--- src/rtl/brres_pkg.sv ---
package brres_pkg;
    typedef enum logic [1:0] {
        BK_NONE = 2'd0,
        BK_BEQZ = 2'd1,
        BK_BNEZ = 2'd2,
        BK_JUMP = 2'd3
    } br_kind_e;

    typedef enum logic [1:0] {
        NPC_SEQ    = 2'd0,
        NPC_TARGET = 2'd1,
        NPC_HOLD   = 2'd2
    } npc_sel_e;

    typedef enum logic {
        ST_RESOLVE = 1'b0,
        ST_WAIT    = 1'b1
    } res_state_e;
endpackage

--- src/rtl/brres_cond.sv ---
module brres_cond
    import brres_pkg::*;
#(
    parameter int XLEN = 32
) (
    input  br_kind_e          kind,
    input  logic [XLEN-1:0]   rs_val,
    output logic              is_cond,
    output logic              is_jump,
    output logic              take
);
    logic is_zero;

    assign is_zero = (rs_val == '0);

    always_comb begin
        is_cond = 1'b0;
        is_jump = 1'b0;
        take    = 1'b0;
        unique case (kind)
            BK_NONE: ;
            BK_BEQZ: begin
                is_cond = 1'b1;
                take    = is_zero;
            end
            BK_BNEZ: begin
                is_cond = 1'b1;
                take    = !is_zero;
            end
            BK_JUMP: begin
                is_jump = 1'b1;
                take    = 1'b1;
            end
            default: ;
        endcase
    end
endmodule

--- src/rtl/brres_target.sv ---
module brres_target
    import brres_pkg::*;
#(
    parameter int XLEN   = 32,
    parameter int JIDX_W = XLEN - 6
) (
    input  br_kind_e            kind,
    input  logic [XLEN-1:0]     pc_plus4,
    input  logic [XLEN-1:0]     offset,
    input  logic [JIDX_W-1:0]   jump_idx,
    output logic [XLEN-1:0]     target
);
    localparam int HI_W = XLEN - JIDX_W - 2;

    logic [XLEN-1:0] rel_tgt;
    logic [XLEN-1:0] abs_tgt;

    assign rel_tgt = pc_plus4 + {offset[XLEN-3:0], 2'b00};
    assign abs_tgt = {pc_plus4[XLEN-1 -: HI_W], jump_idx, 2'b00};
    assign target  = (kind == BK_JUMP) ? abs_tgt : rel_tgt;
endmodule

--- src/rtl/brres_ctrl.sv ---
module brres_ctrl
    import brres_pkg::*;
(
    input  logic clk,
    input  logic rst_n,
    input  logic valid,
    input  logic is_cond,
    input  logic take,
    input  logic hazard,
    output logic stall,
    output logic redirect
);
    res_state_e state_q, state_d;

    always_ff @(posedge clk) begin
        if (!rst_n) state_q <= ST_RESOLVE;
        else        state_q <= state_d;
    end

    always_comb begin
        state_d = state_q;
        unique case (state_q)
            ST_RESOLVE: if (valid && is_cond && hazard) state_d = ST_WAIT;
            ST_WAIT:    state_d = ST_RESOLVE;
            default:    state_d = ST_RESOLVE;
        endcase
    end

    always_comb begin
        stall    = 1'b0;
        redirect = 1'b0;
        unique case (state_q)
            ST_RESOLVE: begin
                if (valid && is_cond && hazard) stall = 1'b1;
                else                            redirect = valid && take;
            end
            ST_WAIT:  redirect = valid && take;
            default: ;
        endcase
    end
endmodule

--- src/rtl/brres_top.sv ---
module brres_top
    import brres_pkg::*;
#(
    parameter int XLEN       = 32,
    parameter int REG_W      = 5,
    parameter int JIDX_W     = XLEN - 6,
    parameter bit DELAY_SLOT = 1'b0
) (
    input  logic               clk,
    input  logic               rst_n,
    input  logic               id_valid,
    input  logic [1:0]         id_kind,
    input  logic [REG_W-1:0]   rs_idx,
    input  logic [XLEN-1:0]    rs_val,
    input  logic [XLEN-1:0]    pc_plus4,
    input  logic [XLEN-1:0]    offset,
    input  logic [JIDX_W-1:0]  jump_idx,
    input  logic               ex_wr_en,
    input  logic [REG_W-1:0]   ex_rd,
    output logic [1:0]         npc_sel,
    output logic [XLEN-1:0]    target,
    output logic               flush,
    output logic               stall
);
    br_kind_e kind;
    npc_sel_e sel;
    logic     is_cond, is_jump, take, hazard, redirect;

    assign kind   = br_kind_e'(id_kind);
    assign hazard = ex_wr_en && (ex_rd == rs_idx) && (rs_idx != '0);

    brres_cond #(.XLEN(XLEN)) u_cond (
        .kind    (kind),
        .rs_val  (rs_val),
        .is_cond (is_cond),
        .is_jump (is_jump),
        .take    (take)
    );

    brres_target #(.XLEN(XLEN), .JIDX_W(JIDX_W)) u_tgt (
        .kind     (kind),
        .pc_plus4 (pc_plus4),
        .offset   (offset),
        .jump_idx (jump_idx),
        .target   (target)
    );

    brres_ctrl u_ctrl (
        .clk      (clk),
        .rst_n    (rst_n),
        .valid    (id_valid),
        .is_cond  (is_cond),
        .take     (take),
        .hazard   (hazard),
        .stall    (stall),
        .redirect (redirect)
    );

    always_comb begin
        if (stall)         sel = NPC_HOLD;
        else if (redirect) sel = NPC_TARGET;
        else               sel = NPC_SEQ;
    end
    assign npc_sel = sel;

    generate
        if (DELAY_SLOT) begin : g_slot
            assign flush = 1'b0;
        end else begin : g_squash
            assign flush = redirect;
        end
    endgenerate

    logic unused_jump;
    assign unused_jump = is_jump;
endmodule

--- config.mk ---
export PLATFORM = sky130hd
export DESIGN_NAME = brres_top
export DESIGN_NICKNAME = d
export VERILOG_FILES = /design/src/rtl/brres_pkg.sv /design/src/rtl/brres_cond.sv /design/src/rtl/brres_target.sv /design/src/rtl/brres_ctrl.sv /design/src/rtl/brres_top.sv
export SDC_FILE = /design/constraint.sdc
export NUM_CORES = 1
export LEC_CHECK = 0
export ABC_AREA = 0
export BUFFER_PORTS_ARGS = -buffer_cell sky130_fd_sc_hd__buf_4
export CORE_MARGIN = 5
export CORE_UTILIZATION = 39
export DETAILED_ROUTE_END_ITERATION = 8
export GPL_TIMING_DRIVEN = 0
export PLACE_DENSITY_LB_ADDON = 0.2
export SLEW_MARGIN = 25
export SYNTH_ARGS = -nofsm -noshare
export SYNTH_HDL_FRONTEND = slang
export SYNTH_SLANG_ARGS = --single-unit
--- constraint.sdc ---
create_clock -name clk -period 4.6 [get_ports clk]
set_input_delay 0.69 -clock clk [delete_from_list [all_inputs] [get_ports clk]]
set_output_delay 0.69 -clock clk [all_outputs]
set_load 0.05 [all_outputs]
# Word-level counts from Yosys, hierarchy flattened
# Index checks and enable logic that the tools add are counted.
dict set report totals {
  inputBits 138
  register_bits 1
  output_inout_bits 36
}
dict set report classes {
  add_sub_neg 1
  n_mux 10
  bitwise_logic 1
  reduce_logical 9
  n_eq_ne 4
}
# op count
set ops {}
lappend ops {{$add A32 B32 Y32} 1}
lappend ops {{$logic_not A32 Y1} 1}
lappend ops {{$mux W32} 1}
lappend ops {{$eq A5 B5 Y1} 1}
lappend ops {{$logic_and A1 B1 Y1} 5}
lappend ops {{$mux W1} 5}
lappend ops {{$reduce_bool A5 Y1} 1}
lappend ops {{$eq A2 B2 Y1 const B} 2}
lappend ops {{$pmux W1 S2} 2}
lappend ops {{$pmux W1 S3} 1}
lappend ops {{$eq A2 B1 Y1 const B} 1}
lappend ops {{$mux W2} 1}
lappend ops {{$reduce_or A2 Y1} 1}
lappend ops {{$logic_not A1 Y1} 1}
lappend ops {{$not A1 Y1} 1}

# Longest topological paths before layout
dict set report logic_depth {
  depth_word 9
  ltp_mapped 10
}

# Hierarchy
# A second synthesis with hierarchy kept.
dict set report hier_totals {
  hier_cells 348
  area_unflattened_um2 2254.7
}
# module cells_each area_per_inst_um2 instances
set by_module_without_submodules {}
lappend by_module_without_submodules {brres_target 317 2024.4 1}
lappend by_module_without_submodules {brres_cond 13 96.3 1}
lappend by_module_without_submodules {brres_top 12 83.8 1}
lappend by_module_without_submodules {brres_ctrl 6 50.0 1}

# Worst setup path before layout
# Ideal clock, no wire load.
dict set report synth_path {
  path_kind {input-to-output}
  from {in id_kind[0]}
  to {out flush}
  path_stages 4
  path_slack_ns 0.360
  n_path_buf 0
  t_required_ns 3.910
  arrival_time_ns 3.550
  path_cell_list {ha_1 nand4b_1 nor4_1 nor3b_1}
}
dict set report synth_via {
  elab_chain_len 7
}
# item line
set synth_rtl {}
lappend synth_rtl {{start: declaration} brres_top.sv:12} ;# input logic [1:0] id_kind,
lappend synth_rtl {{$eq A2 B1 Y1 or $eq A2 B2 Y1 (tied branches)} brres_cond.sv:20} ;# unique case (kind)
lappend synth_rtl {{$reduce_or A2 Y1 (no line)} --}
lappend synth_rtl {{$mux W1} brres_cond.sv:20}
lappend synth_rtl {{$logic_and A1 B1 Y1 (2 in series)} brres_ctrl.sv:34} ;# if (valid && is_cond && hazard) stall = 1'b1;
lappend synth_rtl {{$mux W1} brres_ctrl.sv:34}
lappend synth_rtl {{$pmux W1 S2 (*)} brres_ctrl.sv:32} ;# unique case (state_q)
lappend synth_rtl {{end: declaration} brres_top.sv:22} ;# output logic flush,
# Mark *: on every way between the ends. The rest lies on a longest branch, timed or not.

# Final worst setup path
dict set report layout_path {
  from {in offset[0]}
  to {out target[26]}
}
dict set report layout_via {
  elab_chain_len 2
}
# item line
set layout_rtl {}
lappend layout_rtl {{start: declaration} brres_top.sv:16} ;# input logic [XLEN-1:0] offset,
lappend layout_rtl {{$add A32 B32 Y32} brres_target.sv:18} ;# assign rel_tgt = pc_plus4 + {offset[XLEN-3:0], 2'b00};
lappend layout_rtl {{$mux W32} brres_target.sv:20} ;# assign target = (kind == BK_JUMP) ? abs_tgt : rel_tgt;
lappend layout_rtl {{end: declaration} brres_top.sv:21} ;# output logic [XLEN-1:0] target,
# Every way passes these cells.

==> run summary <==
Status: finished clean
Clk slew on worst S/H paths: 0 ns
Clock Latency Late Sink: 0 ns
Final setup TNS: 0 ns
Die Ht: 81.5 um
WS Path Type: in2out
Most frequent cells in the layout: buf_4 (173), nand2_1 (37), ha_1 (30)
Initial Utilization: 39.5%
Top Registers: u_ctrl.state_q (1)
Slowest stage delay, CP: 0.41 ns
Core box area: 0.00504 mm2
Final core utilization: 66.7%
Post-layout nets: 632
Cells after DPL: 531
Crit end category: output pin
Sequential cell area fraction in the yosys report: 1.01%
Drt total wl: 7.58 mm
Top cell by count, worst path: buf_4
Hpwl dp: 6.77 mm
Cell Pwr Density: 191 mW/mm2
Synth Net Count: 459
Final setup fails: 0
Worst path cell trace: buf_4, ha_1, fa_1, a21o_1, a311oi_1, nor2_1, o311a_1, a41o_1, a41oi_1, xor2_1, o21ai_1, buf_4
Synthesized area: 0.00199 mm2
Largest net degree at the start of global routing: 11
Synth cell types: 52
Peak supply drop: 0.150 mV
Diodes inserted: 0
Multi-input combinational cell area: 0.00188 mm2
Placer congestion estimate: 0.882
Async set-reset flop share out of synthesis: 0%
# IOs: 174
Post-synth EDFFs: 0
Top reg by flops: u_ctrl.state_q
PortBufs: 171
Pins Over Slew Limit: 0
DR WL/cell: 14.3 um
RSZ-0062 raised after global routing: false
Crit start category: primary input
Max Freq: 232 MHz
Clk_skew: 0 ns
Worst Hold Class: reg2reg
Die W: 81.5 um
1st-pass router iterations: 4
Top FF cell, synth: dfxtp_1
Largest register FFs: 1
Final Hold Vio Count: 0
Vias in the first global route: 2759
Via count: 2802
Post-CTS Resized: 0
Worst path bufs/invs: 2
Most common cell after layout, fill and taps aside: buf_4
LEAKAGE: 1.69 nW
Final period utilization: 93.7%
Layout Area Growth over Synthesis: 68.8%
Post-CTS Setup Bufs: 0
DRC viols: 0
Die ar.: 0.00664 mm2
Final ANT Viol Nets: 0
Avg Cell Area, Syn: 6.87 um2
Actual slew at the worst max-slew pin: 0.742 ns
Via-to-Cell Ratio: 5.28
Post-place setup slack: 0.337 ns
Post-synthesis register bit count: 1
Critical Path AT: 3.62 ns
GR Overflow Total: 0
Synth Warn #: 0
Hold WS: 0.696 ns
Slowest CP cell: fa_1
Worst Path Required: 3.91 ns
Hold-fix buffers at CTS: 0
Max FO, Critical Path: 4
Syn Inst Count: 290
Max-cap viol count: 0
Register area: 20.0 um2
Final worst setup slack: 0.289 ns
Top delay family on crit path: compound AO/OA/AOI/OAI gates
DR iter-0 viols: 87
Layout cells sized above 1: 39.7%
Non-Filler Instances: 531
Initial antenna violation count: 0
First-pass GRT wire length: 11.5 mm
Crit path time final: 4.31 ns
Slew HR: 50.1%
Gr usage total: 21.0%
# fillers: 471
# rows: 26
==> cell type report <==
type,instances,area share (%)
multi-input cells,269,55.9
plain buffers,11,1.75
inverters,9,1.00
flip-flops and latches,1,0.595
repair buffers,171,38.2
well taps,70,2.60
==> report_power, final <==
group / internal, mW / total [mW] / switching (mW)
clock network: 0 / 0 / 0
logic: 0.257 / 0.635 / 0.378
registers: 0.00887 / 0.00888 / 0.00000282
==> per-layer routing <==
layer | global-route usage, % | vias to the layer above | wire, um
li1 | - | 1429 | -
met2 | 43.0 | 95 | 4000
met1 | 22.7 | 1265 | 2890
met4 | 2.87 | 0 | 112
met5 | 0 | - | 0
met3 | 2.96 | 13 | 571
==> logic make-up after synthesis <==
family / share of synthesized area [%]
AOI/OAI and AO/OA: 33.6
xor gates and xnor gates: 13.6
adders and majority gates: 19.8
buffers and inverters: 4.65
DFF: 1.01
muxes: 2.64
and+or+nand+nor: 24.6
==> worst register-to-register path, delay by kind of cell, from the launching register on <==
kind | cells | cell delay (ns)
flip-flops | 1 | 0.27
AND/OR/NAND/NOR | 3 | 1.04
==> worst paths after layout <==
check	startpoint	to	slack, ns	cells past startpoint
worst min-delay path	u_ctrl.state_q	u_ctrl.state_q	0.70	3
worst max register to register	u_ctrl.state_q	u_ctrl.state_q	3.23	3
worst max-delay path	offset[0]	target[26]	0.29	12
worst min register to register	u_ctrl.state_q	u_ctrl.state_q	0.70	3
==> per-stage QoR <==
stage | cell area [um2] | power, mW
final | 3360 | 0.644
after global routing | 3360 | 0.690
after CTS | 3360 | 0.645
after detailed placement | 3360 | 0.643
after global placement | 3360 | 0.635
after floorplan | 1990 | 0.423
==> Yosys cell counts (all sizes together), types with 6 or more instances <==
master  number  share of area (%)
o21ai       40                 10
nand2       37                7.0
ha          30                 19
a21oi       26                6.7
xnor2       18                7.9
a21o        13                4.9
xor2        13                5.7
nor2        10                1.9
nor4        10                3.1
clkbuf       9                2.2
inv          9                1.7
and3         6                1.9
Power figures use the tool's default switching activity.
